--- src/rtl/ring_pulse_counter.sv ---
module ring_pulse_counter #(
  parameter int W = 32
) (
  input  logic         clk,
  input  logic         rst_n,
  input  logic         run,
  input  logic         up_pulse,
  input  logic         dn_pulse,
  input  logic         ring_en,
  input  logic [W-1:0] ring_len,
  input  logic [W-1:0] cmp_val,
  input  logic         cmp_set,
  input  logic         cmp_en,
  output logic [W-1:0] count,
  output logic         match_q
);

  localparam logic [W-1:0] ONE = W'(1);

  logic         running;
  logic         ring_on;
  logic [W-1:0] lim;
  logic [W-1:0] clamped;
  logic [W-1:0] stepped;

  wire          start   = run && !running;
  wire [W-1:0]  len_eff = (ring_len == '0) ? ONE : ring_len;
  wire [W-1:0]  lim_new = len_eff - ONE;

  always_comb begin
    clamped = count;
    if (ring_en) begin
      if (count[W-1])         clamped = '0;
      else if (count > lim_new) clamped = lim_new;
    end
  end

  always_comb begin
    stepped = count;
    if (up_pulse && !dn_pulse)
      stepped = (ring_on && count == lim) ? '0 : count + ONE;
    else if (dn_pulse && !up_pulse)
      stepped = (ring_on && count == '0) ? lim : count - ONE;
  end

  wire [W-1:0] nxt = start ? clamped : (run ? stepped : count);
  wire         hit = run && cmp_en && (nxt == cmp_val);

  always_ff @(posedge clk) begin
    if (!rst_n) begin
      running <= 1'b0;
      ring_on <= 1'b0;
      lim     <= '0;
      count   <= '0;
      match_q <= 1'b0;
    end else begin
      running <= run;
      if (start) begin
        ring_on <= ring_en;
        lim     <= lim_new;
      end
      count <= nxt;
      if (hit) match_q <= cmp_set;
    end
  end

endmodule

--- config.mk ---
export PLATFORM = sky130hd
export DESIGN_NAME = ring_pulse_counter
export DESIGN_NICKNAME = d
export VERILOG_FILES = /design/src/rtl/ring_pulse_counter.sv
export SDC_FILE = /design/constraint.sdc
export NUM_CORES = 1
export LEC_CHECK = 0
export BUFFER_PORTS_ARGS = -buffer_cell sky130_fd_sc_hd__buf_2
export CORE_MARGIN = 4
export CORE_UTILIZATION = 25
export DETAILED_ROUTE_END_ITERATION = 8
export MAX_ROUTING_LAYER = met4
export PLACE_DENSITY = 0.43
export SLEW_MARGIN = 20
export SYNTH_ARGS = -nofsm -noshare
export SYNTH_HDL_FRONTEND = slang
export SYNTH_SLANG_ARGS = --single-unit
--- constraint.sdc ---
create_clock -name clk -period 5.65 [get_ports clk]
set_input_delay 0.2825 -clock clk [delete_from_list [all_inputs] [get_ports clk]]
set_output_delay 0.2825 -clock clk [all_outputs]
set_load 0.1 [all_outputs]
Word level (Yosys, flattened, before mapping)
Cells that the tools add are included.
Word-level totals
  register bits after elaboration: 67
  input port bits: 72
  output and inout port bits: 33
  logic and storage cells: 33
Operators by class
  $add $sub $neg: 3
  order comparisons: 1
  equality and inequality tests: 2
  multiplexer cells: 10
  reduce and logical (&&, ||, !) cells: 12
Operators by type and width (count)
  2-to-1 mux 32 bit: 10
  equality test 32 bit: 2
  logical NOT 32 bit: 2
  subtractor 32 x 1 -> 32 bit (second input constant): 2
  adder 32 x 1 -> 32 bit (second input constant): 1
  > comparator 32 bit: 1
  logical AND 1 bit: 7
  logical NOT 1 bit: 3

Longest topological paths before layout
Gate-level depths: netlist (run 1).
  depth after elaboration: 10
  depth in mapped cells: 29
  depth with buffers taken out: 25

Worst setup path before layout (run 1)
Ideal clock, no wire load.
  path type: input-to-reg
  start point: input port ring_len[6]
  end point: register match_q
  library setup time: 0.072 ns
  data arrival time: 5.808 ns
  data required time: 5.578 ns
  setup slack: -0.230 ns
  stages: 27
  buffers on the path: 3
  path through: or3_1 clkbuf_1 nor4_2 a21oi_1 ha_1 or3b_2 clkbuf_1 or4_1 nor3_1 nand2_1 nor3_1 xnor2_1 ha_1 nand4_1 or2_2 nor2_1 and2_1 and4b_1 or2_1 buf_6 o21ai_4 or3_1 a311oi_2 nor2_1 or4_1 nor4_2 mux2i_1
On the way
  word-level cells in the longest chain between the ends: 10
RTL lines
  start: declaration: RTL line 10  | input logic [W-1:0] ring_len,
  logical NOT 32 bit (*): RTL line 27  | wire [W-1:0] len_eff = (ring_len == '0) ? ONE : ring_len;
  2-to-1 mux 32 bit (*): RTL line 27
  subtractor 32 x 1 -> 32 bit (*): RTL line 28  | wire [W-1:0] lim_new = len_eff - ONE;
  named net lim_new[0]: RTL line 28
  > comparator 32 bit: RTL line 34  | else if (count > lim_new) clamped = lim_new;
  2-to-1 mux 32 bit (*): RTL line 34
  2-to-1 mux 32 bit (*): RTL line 33  | if (count[W-1]) clamped = '0;
  2-to-1 mux 32 bit (*): RTL line 32  | if (ring_en) begin
  2-to-1 mux 32 bit (*): RTL line 46  | wire [W-1:0] nxt = start ? clamped : (run ? stepped : count);
  equality test 32 bit (*): RTL line 47  | wire hit = run && cmp_en && (nxt == cmp_val);
  logical AND 1 bit (*): RTL line 47
  end signal: assignment: RTL line 63  | if (hit) match_q <= cmp_set;
  end: declaration: RTL line 15  | output logic match_q
The timed path passes the listed nets; every way through them passes the cells marked *.
A chain may end at the register's enable or synchronous reset.

Final worst setup path (run 1)
  start point: input port ring_len[27]
  end point: register match_q
The elaborated chain is that of the path after synthesis.

==> results of run 1 <==
[what timing repair did]
| item | in CTS | in global routing |
|---|---|---|
| endpoints found under the setup margin | 1 | 1 |
| gates resized for setup | 24 | 42 |
| gates cloned | 1 | 0 |
| pin swaps | 23 | 40 |
| hold buffers | 0 | 0 |
| buffers inserted | 18 | 10 |
[state kept, by name, summed over array words and instances (netlist names)]
register / flops
lim: 32
ring_on: 1
running: 1
count: 32
match_q: 1
[worst max-delay path: cells and delay by family]
family,cells,cell delay [ns]
AOI/OAI and AO/OA,5,0.85
xor gates and xnor gates,1,0.13
adders and majority gates,2,0.50
buffers and inverters,3,0.33
muxes,2,0.53
and+or+nand+nor,13,3.30
[power by group]
group	leakage, nW	total [mW]	switching, mW	internal [mW]
logic	3.97	1.23	0.797	0.438
registers	0.554	0.588	0.0784	0.510
clock network	0.145	0.587	0.235	0.351
[how the worst max path moves through the flow]
stage / from / to
after floorplan: ring_len[30] / match_q
after global placement: ring_len[30] / match_q
after detailed placement: ring_len[30] / match_q
after CTS: ring_len[23] / match_q
after global routing: ring_len[27] / match_q
final: ring_len[27] / match_q
[metrics by stage]
step	hold slack, ns	worst slack (ns)
detailed placement	0.499	-1.01
global route	0.235	-0.244
floorplan	0.425	0.00673
global placement	0.486	-0.952
finish	0.214	0.0111
CTS	0.206	-0.147
[cell families (layout without fill, tap and decap cells)]
kind of cell    after synthesis  in the layout  synth area share
compound gates              368            369             0.294
xor+xnor                     82             82            0.0837
fa+ha+maj                    36             36            0.0501
buf+inv                     137            391            0.0609
flops                        67             67             0.152
mux                          20             20            0.0239
simple gates                566            566             0.335
[layout make-up]
class,instances,share of cell area
multi-input cells,1073,0.606
repair buffers,344,0.199
flip-flops and latches,67,0.112
well taps,455,0.0476
clock buffers,11,0.0203
inverters,31,0.00973
clock inverters,5,0.00440
[cells in the final DEF, fill, tap and decap left out, types with 7 or more instances in the layout]
master,Yosys,layout
sky130_fd_sc_hd__nand3_1,46,44
sky130_fd_sc_hd__inv_1,29,28
sky130_fd_sc_hd__or4_4,3,7
sky130_fd_sc_hd__and2_1,16,15
sky130_fd_sc_hd__nor3_1,62,57
sky130_fd_sc_hd__buf_4,1,231
sky130_fd_sc_hd__o21a_1,8,8
sky130_fd_sc_hd__o211ai_1,26,26
sky130_fd_sc_hd__and3_1,22,22
sky130_fd_sc_hd__o22ai_1,12,11
sky130_fd_sc_hd__dfxtp_1,67,66
sky130_fd_sc_hd__nor2b_1,12,11
sky130_fd_sc_hd__a21oi_1,76,72
sky130_fd_sc_hd__nand2_1,86,85
sky130_fd_sc_hd__and4_1,8,8
sky130_fd_sc_hd__mux2_2,9,7
sky130_fd_sc_hd__o21ai_0,51,48
sky130_fd_sc_hd__nor4_1,38,37
sky130_fd_sc_hd__buf_2,10,101
sky130_fd_sc_hd__nor2_1,148,141
sky130_fd_sc_hd__a211o_1,8,8
sky130_fd_sc_hd__clkbuf_16,0,9
sky130_fd_sc_hd__a211oi_1,53,52
sky130_fd_sc_hd__nor3b_1,10,10
sky130_fd_sc_hd__buf_6,1,11
sky130_fd_sc_hd__xnor2_1,63,62
sky130_fd_sc_hd__ha_1,33,32
sky130_fd_sc_hd__a31o_2,7,7
sky130_fd_sc_hd__or4_1,16,12
sky130_fd_sc_hd__nand2b_1,7,7
sky130_fd_sc_hd__a31oi_1,19,19
sky130_fd_sc_hd__or3_1,23,22
sky130_fd_sc_hd__nand4_1,42,42
sky130_fd_sc_hd__a21o_1,11,11
sky130_fd_sc_hd__mux2i_1,11,11
sky130_fd_sc_hd__xor2_1,17,16
[layer usage]
metal / share of wire / track usage / wire (µm)
met2: 0.45 / 0.437 / 24400
met4: 0.047 / 0.116 / 2550
met1: 0.42 / 0.364 / 23000
met5: 0 / - / 0
met3: 0.078 / 0.0388 / 4230
==> parameters.txt, run 1 <==
Parameter                              Value

Floorplanning
  Vertical die dimension    just under 200 µm
  Std cell rows    68
  Area enclosed by the die boundary    0.0384 mm²
  Initial cell density of the core    0.255
  Core area    0.0347 mm²
  Chip Width    a little under 200 µm
  IO Pins    105

Finish
  Area of the multi-input gates    roughly 0.0072 mm²
  Layout cell share with drive strength beyond 1    0.295
  Number of fillers in the final layout    3846
  Finished Cell Area    between 0.01 and 0.015 mm²
  Post-Layout Cell Count    ~2000
  Area growth from synthesis to final layout    35.3%
  Post-route core utilization    0.344
  Final layout net count    1631
  Combined flip-flop and latch cell area    approximately 0.0013 mm²
  Antenna cells    0

Clock network
  Clock tree from TritonCTS    yes
  Clock root buffer    sky130_fd_sc_hd__clkbuf_16
  Clock transition at path regs    ~0.050 ns
  CTS Sinks    67
  CTS buffer count    9
  Worst-skew pair later-pin latency    0.36 ns
  Number of buffers on the longest clock path    2
  H-tree depth    3

Drt
  Detailed-router iteration count before antenna repair    8
  Final wirelength    between 50 and 60 mm
  Residual DRC    0
  Antenna-violating nets left    0
  Final routed wire length divided by cell count    between 20 and 30 µm
  Number of DRC markers after the initial detailed-route iteration    about 1600
  Number of vias in the routed layout    between 10000 and 15000
  Via-per-instance ratio    a little under 6

Timing
  Final Cycle Share    0.998
  Summed negative setup slack over all endpoints    0 ns
  RSZ-0062 raised after global routing    yes
  Slew Limit Headroom    0.333
  Measured slew at the worst slew-check pin    ~1 ns
  Number of pins exceeding their max-slew limit in the final report    0
  Final critical path time including I/O delays and setup    5.64 ns
  Setup skew after layout    ~0.0095 ns
  Final setup violation count    0
  Achievable frequency    between 0.15 and 0.2 GHz
  Number of hold violations in the final report    0

Min path
  Worst hold path cell count    3
  Hold Crit Endpoint    match_q
  Class of the tightest hold or removal check    in -> reg
  HP Start    cmp_set

Critical path
  Start of the worst register-to-register path    count[1]
  Worst flop-to-flop path endpoint    match_q
  Crit path capture type    register
  Crit Path Category    in -> reg
  Crit-path max FO    7
  R2R setup slack    0.36 ns
  Data arrival time of the critical path    approximately 5.9 ns
  Critical path required time    just under 6 ns
  Length in cells of the worst reg-to-reg path    15
  Library cell contributing the largest single delay on the critical path    sky130_fd_sc_hd__or4_4
  Largest incremental delay on the critical path    about 0.53 ns
  Crit path launch type    input pin

Yosys
  EDFF count, synth    0
  Most frequent cell after synthesis    sky130_fd_sc_hd__nor2_1
  Cell type contributing the most total cell area after synthesis    sky130_fd_sc_hd__dfxtp_1
  Synth top area cells    sky130_fd_sc_hd__dfxtp_1, sky130_fd_sc_hd__nor2_1, sky130_fd_sc_hd__xnor2_1
  Netlist area before placement    about 0.009 mm²
  Fraction of the yosys area taken by sequential cells    0.152
  Yosys top cell area share    0.152
  Mean cell area of the mapped netlist    approximately 7 µm²
  Leading post-synthesis cells by instance count    sky130_fd_sc_hd__nor2_1, sky130_fd_sc_hd__nand2_1, sky130_fd_sc_hd__clkbuf_1, sky130_fd_sc_hd__a21oi_1, sky130_fd_sc_hd__dfxtp_1
  Unique cell type count in the Yosys netlist    90
  Number of cells produced by synthesis    roughly 1300
  Primary flip-flop cell chosen by synthesis mapping    sky130_fd_sc_hd__dfxtp_1
  Number of nets produced by synthesis    1381
  Count of synthesis-stage warnings from yosys    0
  Number of synthesized register bits    67
  Fraction of synthesis flops using an asynchronous set or reset pin    0

Place
  Final estimated routing congestion in global placement    ~1.0
  HPWL after detailed placement    roughly 43 mm
  Placed Instance Area    0.0111 mm²
  DP Cell Count    1942
  Count of buffers inserted at the top-level ports    roughly 100

Pwr
  Leakage component of the power    4.67 nW
  Final Power    between 2 and 2.5 mW
  Maximum ir drop on the vdd rail    145 µV
  Power density of the placed cells    202 mW/mm²

Run status
  Outcome    complete, no violations

Global routing
  Maximum number of pins on one net before global-route repair    a little under 60
  Final global-route overflow total    0
  Gr usage total    0.280
  Number of global-route vias before repair    roughly 11000
  First-pass GRT wire length    between 70 and 80 mm
  Antenna violations before repair    0

Run
  Max-cap check violation count    0
Power figures use the tool's default switching activity.
==> inputs of run 2 (changes only) <==
Settings changed: CAP_MARGIN set to 20, CORE_MARGIN 4 to 8.
==> run 2 against run 1 <==
Against the previous run:
- non-clock buffer count up 3
- the run now ends with negative setup slack left
- die area up 8.3%
- sequential power about the same
- wire length up 3.1%
- sequential share of layout area about the same
- combinational power about the same
- critical endpoint unchanged
- clock skew up 0.0057 ns
==> parameters.txt, run 2 (same netlist as run 1, synthesis figures left out) <==
Parameter                              Value

Min path
  HP Start    cmp_set
  Class of the tightest hold or removal check    in -> reg
  Worst hold path cell count    3

Timing
  RSZ-0062 raised after global routing    yes
  Final Cycle Share    1.02
  Slew Limit Headroom    0.214
  Final setup violation count    1
  Number of hold violations in the final report    0
  Summed negative setup slack over all endpoints    -0.0864 ns
  Setup slack after layout    -0.0864 ns
  Number of pins exceeding their max-slew limit in the final report    0
  Achievable frequency    0.174 GHz
  Final critical path time including I/O delays and setup    roughly 5.7 ns
  Measured slew at the worst slew-check pin    approximately 1.2 ns
  Setup skew after layout    between 0.015 and 0.02 ns

Run
  Max-cap check violation count    0

Floorplanning
  IO Pins    between 100 and 150
  Chip Width    204 µm
  Std cell rows    slightly below 70
  Area enclosed by the die boundary    about 0.042 mm²
  Initial cell density of the core    0.251
  Vertical die dimension    204 µm
  Core area    roughly 0.035 mm²

Run status
  Violations in the final reports    negative setup slack
  Outcome    finished, violations left

Global routing
  First-pass GRT wire length    80.3 mm
  Maximum number of pins on one net before global-route repair    between 50 and 60
  Final global-route overflow total    0
  Number of global-route vias before repair    ~12000
  Gr usage total    0.268
  Antenna violations before repair    1

Critical path
  CP startpoint    ring_len[27]
  Critical path required time    between 5 and 6 ns
  Length in cells of the worst reg-to-reg path    17
  Start of the worst register-to-register path    count[1]
  Crit Path Category    in -> reg
  Data arrival time of the critical path    6.01 ns
  Crit path capture type    register
  Crit-path max FO    5
  Crit path launch type    input pin

Clock network
  H-tree depth    3
  Worst-skew pair later-pin latency    between 0.3 and 0.4 ns
  Clock root buffer    sky130_fd_sc_hd__clkbuf_16
  Hold-fix buffers at CTS    0
  Clock transition at path regs    roughly 0.060 ns
  Number of buffers on the longest clock path    2
  CTS Sinks    67
  CTS buffer count    9
  Clock tree from TritonCTS    yes

Finish
  Most common cell after layout, fill and taps aside    sky130_fd_sc_hd__buf_4
  Antenna cells    0
  Top library cells by usage in the layout, fill and taps aside    sky130_fd_sc_hd__buf_4, sky130_fd_sc_hd__nor2_1, sky130_fd_sc_hd__buf_2
  Final layout net count    ~1600
  Top Registers    count: 32 flops, lim: 32 flops
  Post-Layout Cell Count    about 2000
  Area growth from synthesis to final layout    35.1%
  Layout cell share with drive strength beyond 1    0.294

Place
  HPWL after detailed placement    around 44 mm
  Count of buffers inserted at the top-level ports    about 100
  Final estimated routing congestion in global placement    between 1 and 1.5
  DP Cell Count    a little under 2000

Drt
  Via-per-instance ratio    5.99
  Residual DRC    0
  Detailed-router iteration count before antenna repair    5
  Antenna-violating nets left    0
  Number of DRC markers after the initial detailed-route iteration    around 1700
  Number of vias in the routed layout    about 12000
  Final routed wire length divided by cell count    approximately 28 µm
  Final wirelength    55.9 mm

Pwr
  Leakage component of the power    about 4.7 nW
  Power density of the placed cells    approximately 210 mW/mm²
  Maximum ir drop on the vdd rail    134 µV
-- run 2: cell count changes in the layout (fill, tap and decap cells not counted), moves of 3 or more --
cell	before	now
sky130_fd_sc_hd__a21oi_2	5	1
sky130_fd_sc_hd__buf_4	231	238
sky130_fd_sc_hd__buf_6	11	6
sky130_fd_sc_hd__nor2_2	2	5
sky130_fd_sc_hd__nor2_4	6	3
-- run 2: power by group --
group,total [mW],internal [mW],switching (mW)
Sequential,0.585,0.510,0.0748
Clock,0.630,0.386,0.244
Combinational,1.24,0.436,0.809
Total,2.46,1.33,1.13
-- run 2: path summary, 6_finish.rpt --
| check | to | slack, ns |
|---|---|---|
| setup / recovery | match_q | -0.09 |
| hold / removal | match_q | 0.24 |
| setup reg to reg | match_q | 0.32 |
| hold reg to reg | lim[0] | 0.50 |
-- run 2: layer usage --
metal | GRT usage | vias up | routed length, µm
li1 | - | 5351 | -
met2 | 0.415 | 727 | 24900
met1 | 0.343 | 5698 | 23700
met3 | 0.0285 | 159 | 4280
met4 | 0.134 | 0 | 3020
met5 | - | - | 0
-- run 2: layout make-up --
type	instances	area [µm²]
fill	3928	23300
multi-input combinational	1072	7220
timing repair buffer	347	2370
sequential	67	1340
tap	461	577
clock buffer	11	233
inverter	31	116
clock inverter	5	77.6
-- run 2: what timing repair did --
item                                    in CTS  in global routing
endpoints found under the setup margin       1                  1
setup buffers                               23                  8
gates resized for setup                     36                 20
pin swaps                                   27                 34
-- run 2: through the flow --
step	util	power [mW]	hold slack [ns]	setup slack [ns]	area, µm²
floorplan	-	1.24	0.425	0.00673	8860
global placement	0.316	1.76	0.483	-0.893	11100
detailed placement	0.316	1.75	0.485	-1.07	11100
CTS	0.334	2.42	0.215	-0.0710	11800
global route	0.339	2.54	0.240	-0.299	11900
finish	0.339	2.46	0.238	-0.0864	11900
-- run 2: critical path: stages --
cell                      delay (ns)
sky130_fd_sc_hd__buf_6          0.09
sky130_fd_sc_hd__or4_4          0.54
sky130_fd_sc_hd__or4_4          0.57
sky130_fd_sc_hd__nor2_4         0.18
sky130_fd_sc_hd__a21oi_4        0.08
sky130_fd_sc_hd__ha_2           0.18
sky130_fd_sc_hd__or3b_4         0.25
sky130_fd_sc_hd__or4_4          0.16
sky130_fd_sc_hd__nor2_2         0.05
sky130_fd_sc_hd__xnor2_2        0.13
sky130_fd_sc_hd__ha_1           0.33
sky130_fd_sc_hd__a21o_1         0.18
sky130_fd_sc_hd__a21oi_1        0.12
sky130_fd_sc_hd__o21ai_1        0.09
sky130_fd_sc_hd__nor3_2         0.23
sky130_fd_sc_hd__and4b_1        0.25
sky130_fd_sc_hd__or2_4          0.26
sky130_fd_sc_hd__o21ai_4        0.22
sky130_fd_sc_hd__buf_4          0.16
sky130_fd_sc_hd__buf_4          0.09
sky130_fd_sc_hd__o31ai_1        0.12
sky130_fd_sc_hd__a22o_1         0.28
sky130_fd_sc_hd__nor4_4         0.32
sky130_fd_sc_hd__nand4_1        0.25
sky130_fd_sc_hd__nor4_4         0.33
sky130_fd_sc_hd__mux2i_1        0.24
==> inputs of run 3 (changes only) <==
Settings changed: CORE_ASPECT_RATIO set to 1.2, PLACE_DENSITY 0.43 to 0.49.
Clock period 5.65 ns to 4.9 ns, I/O delays scaled along.
==> run 3 against run 2 <==
Against the previous run:
- the run still ends with negative setup slack left
- final cell count rose by 2.3%
- wire length rose by 0.59%
- sequential power rose by 12%
- cell area rose by 7.7%
==> parameters.txt, run 3 (same netlist as run 1, synthesis figures left out) <==
Parameter                              Value

Global routing
  Maximum number of pins on one net before global-route repair    slightly below 60
  First-pass GRT wire length    ~80 mm
  Antenna violations before repair    0
  Number of global-route vias before repair    12000
  Final global-route overflow total    0
  Gr usage total    0.268

Clock network
  CTS buffer count    9
  Hold-fix buffers at CTS    0
  Clock tree from TritonCTS    yes
  Clock root buffer    sky130_fd_sc_hd__clkbuf_16
  H-tree depth    3
  CTS Sinks    67
  Worst-skew pair later-pin latency    between 0.3 and 0.4 ns
  Clock transition at path regs    about 0.06 ns
  Number of buffers on the longest clock path    2

Timing
  RSZ-0062 raised after global routing    yes
  Final Cycle Share    1.18
  Setup slack after layout    -0.868 ns
  Final critical path time including I/O delays and setup    around 5.8 ns
  Setup skew after layout    roughly 0.0069 ns
  Measured slew at the worst slew-check pin    1.02 ns
  Final setup violation count    12
  Number of hold violations in the final report    0
  Achievable frequency    approximately 0.17 GHz
  Number of pins exceeding their max-slew limit in the final report    0
  Slew Limit Headroom    0.313

Critical path
  Critical path required time    a little over 5 ns
  Crit Path Category    in -> reg
  Length in cells of the worst reg-to-reg path    15
  Library cell contributing the largest single delay on the critical path    sky130_fd_sc_hd__or4_4
  Largest incremental delay on the critical path    slightly below 0.6 ns
  Start of the worst register-to-register path    count[1]
  Most common cell type on the critical path    sky130_fd_sc_hd__or4_4
  Crit path launch type    input pin
  Crit-path max FO    10
  Worst flop-to-flop path endpoint    match_q
  Data arrival time of the critical path    a little over 6 ns
  Worst path bufs/invs    3
  R2R setup slack    -0.04 ns
  Top cell family by delay on the critical path    simple AND/OR/NAND/NOR gates
  Crit path capture type    register

Drt
  Detailed-router iteration count before antenna repair    5
  Via-per-instance ratio    around 6.0
  Final wirelength    56.3 mm
  Residual DRC    0
  Antenna-violating nets left    0
  Number of DRC markers after the initial detailed-route iteration    about 1000
  Final routed wire length divided by cell count    between 20 and 30 µm
  Number of vias in the routed layout    12200

Finish
  Area growth from synthesis to final layout    45.4%
  Antenna cells    0
  Top Registers    count: 32 flops, lim: 32 flops
  Layout cell share with drive strength beyond 1    0.344
  Final layout net count    between 1500 and 2000
  Number of fillers in the final layout    between 3000 and 4000
  Top library cells by usage in the layout, fill and taps aside    sky130_fd_sc_hd__buf_4, sky130_fd_sc_hd__nor2_1, sky130_fd_sc_hd__buf_2
  Most common cell after layout, fill and taps aside    sky130_fd_sc_hd__buf_4
  Post-Layout Cell Count    slightly above 2000

Run
  Max-cap check violation count    0

Pwr
  Cell-internal power    around 1.7 mW
  Switching share of total power    0.443
  Net switching power figure    1.35 mW
  Part of the power in registers    0.216
  Maximum ir drop on the vdd rail    155 µV
  Clock power frac    0.259
  Leakage component of the power    ~5.0 nW
  Gate power share    0.525
  Power density of the placed cells    ~240 mW/mm²

Floorplanning
  Area enclosed by the die boundary    0.0416 mm²
  Std cell rows    75
  Core area    ~0.035 mm²
  Initial cell density of the core    0.253
  Chip Width    188 µm
  Vertical die dimension    between 200 and 250 µm
  IO Pins    approximately 110

Place
  Final estimated routing congestion in global placement    about 1.0
  HPWL after detailed placement    roughly 45 mm
  Count of buffers inserted at the top-level ports    roughly 100
  Worst slack after detailed placement    -1.91 ns
  DP Cell Count    approximately 2000

Min path
  Hold Crit Endpoint    match_q
  HP Start    cmp_set
  Worst hold path cell count    3
  Class of the tightest hold or removal check    in -> reg

Run status
  Outcome    finished, violations left
  Violations in the final reports    negative setup slack
run 3: cell type report:
| type | count | area, µm² | share of cell area |
|---|---|---|---|
| clock buffer | 10 | 239 | 0.0186 |
| clock inverter | 6 | 113 | 0.00876 |
| sequential | 67 | 1340 | 0.104 |
| multi-input combinational | 1072 | 7590 | 0.590 |
| tap | 462 | 578 | 0.0450 |
| inverter | 31 | 116 | 0.00906 |
| timing repair buffer | 391 | 2870 | 0.224 |
run 3: worst register-to-register path: stages, from the launching register on:
cell and delay [ns]:
sky130_fd_sc_hd__dfxtp_1 0.31, sky130_fd_sc_hd__inv_1 0.12, sky130_fd_sc_hd__ha_1 0.20, sky130_fd_sc_hd__or3b_2 0.54, sky130_fd_sc_hd__or4_4 0.58, sky130_fd_sc_hd__buf_4 0.21, sky130_fd_sc_hd__nor4_1 0.30, sky130_fd_sc_hd__a21oi_1 0.07
sky130_fd_sc_hd__a31oi_1 0.45, sky130_fd_sc_hd__or3_1 0.36, sky130_fd_sc_hd__o221ai_1 0.17, sky130_fd_sc_hd__a2111o_1 0.43, sky130_fd_sc_hd__nor4_1 0.34, sky130_fd_sc_hd__nand4_1 0.27, sky130_fd_sc_hd__nor4_4 0.35, sky130_fd_sc_hd__mux2i_1 0.20
run 3: how the worst max path moves through the flow:
stage                            start  depth (start not counted)       to  slack, ns
after global routing      ring_len[20]                         26  match_q      -1.07
after CTS                 ring_len[21]                         28  match_q      -0.84
after detailed placement  ring_len[30]                         25  match_q      -1.91
after floorplan           ring_len[30]                         27  match_q      -0.63
after global placement    ring_len[30]                         25  match_q      -1.88
final                     ring_len[20]                         26  match_q      -0.87
run 3: metal layers:
metal | up-vias | wire length (µm) | GRT usage
met5 | - | 0 | -
met4 | 0 | 4510 | 0.192
met3 | 206 | 3920 | 0.0330
met2 | 691 | 25800 | 0.421
met1 | 5812 | 22000 | 0.313
li1 | 5455 | - | -
run 3: power groups by stage:
| stage | sequential, mW | clock [mW] | combinational, mW |
|---|---|---|---|
| floorplan | 0.792 | 0 | 0.645 |
| global placement | 0.666 | 0 | 1.41 |
| detailed placement | 0.666 | 0 | 1.41 |
| CTS | 0.654 | 0.793 | 1.48 |
| global route | 0.661 | 0.810 | 1.67 |
| finish | 0.658 | 0.788 | 1.60 |
run 3: metrics by stage:
step	cell area [µm²]	hold WS (ns)	setup TNS (ns)	total power [mW]	utilization
after floorplan	8900	0.387	-0.626	1.44	-
after global placement	11500	0.483	-25.86	2.08	0.330
after detailed placement	11500	0.463	-25.70	2.07	0.330
after CTS	12400	0.160	-1.53	2.93	0.354
after global routing	12800	0.217	-5.15	3.14	0.368
final	12800	0.177	-1.51	3.04	0.368
run 3: repair_timing:
action | in CTS | in global routing
gates resized for setup | 62 | 93
pin swaps | 24 | 60
setup buffers | 28 | 9
endpoints found under the setup margin | 33 | 31
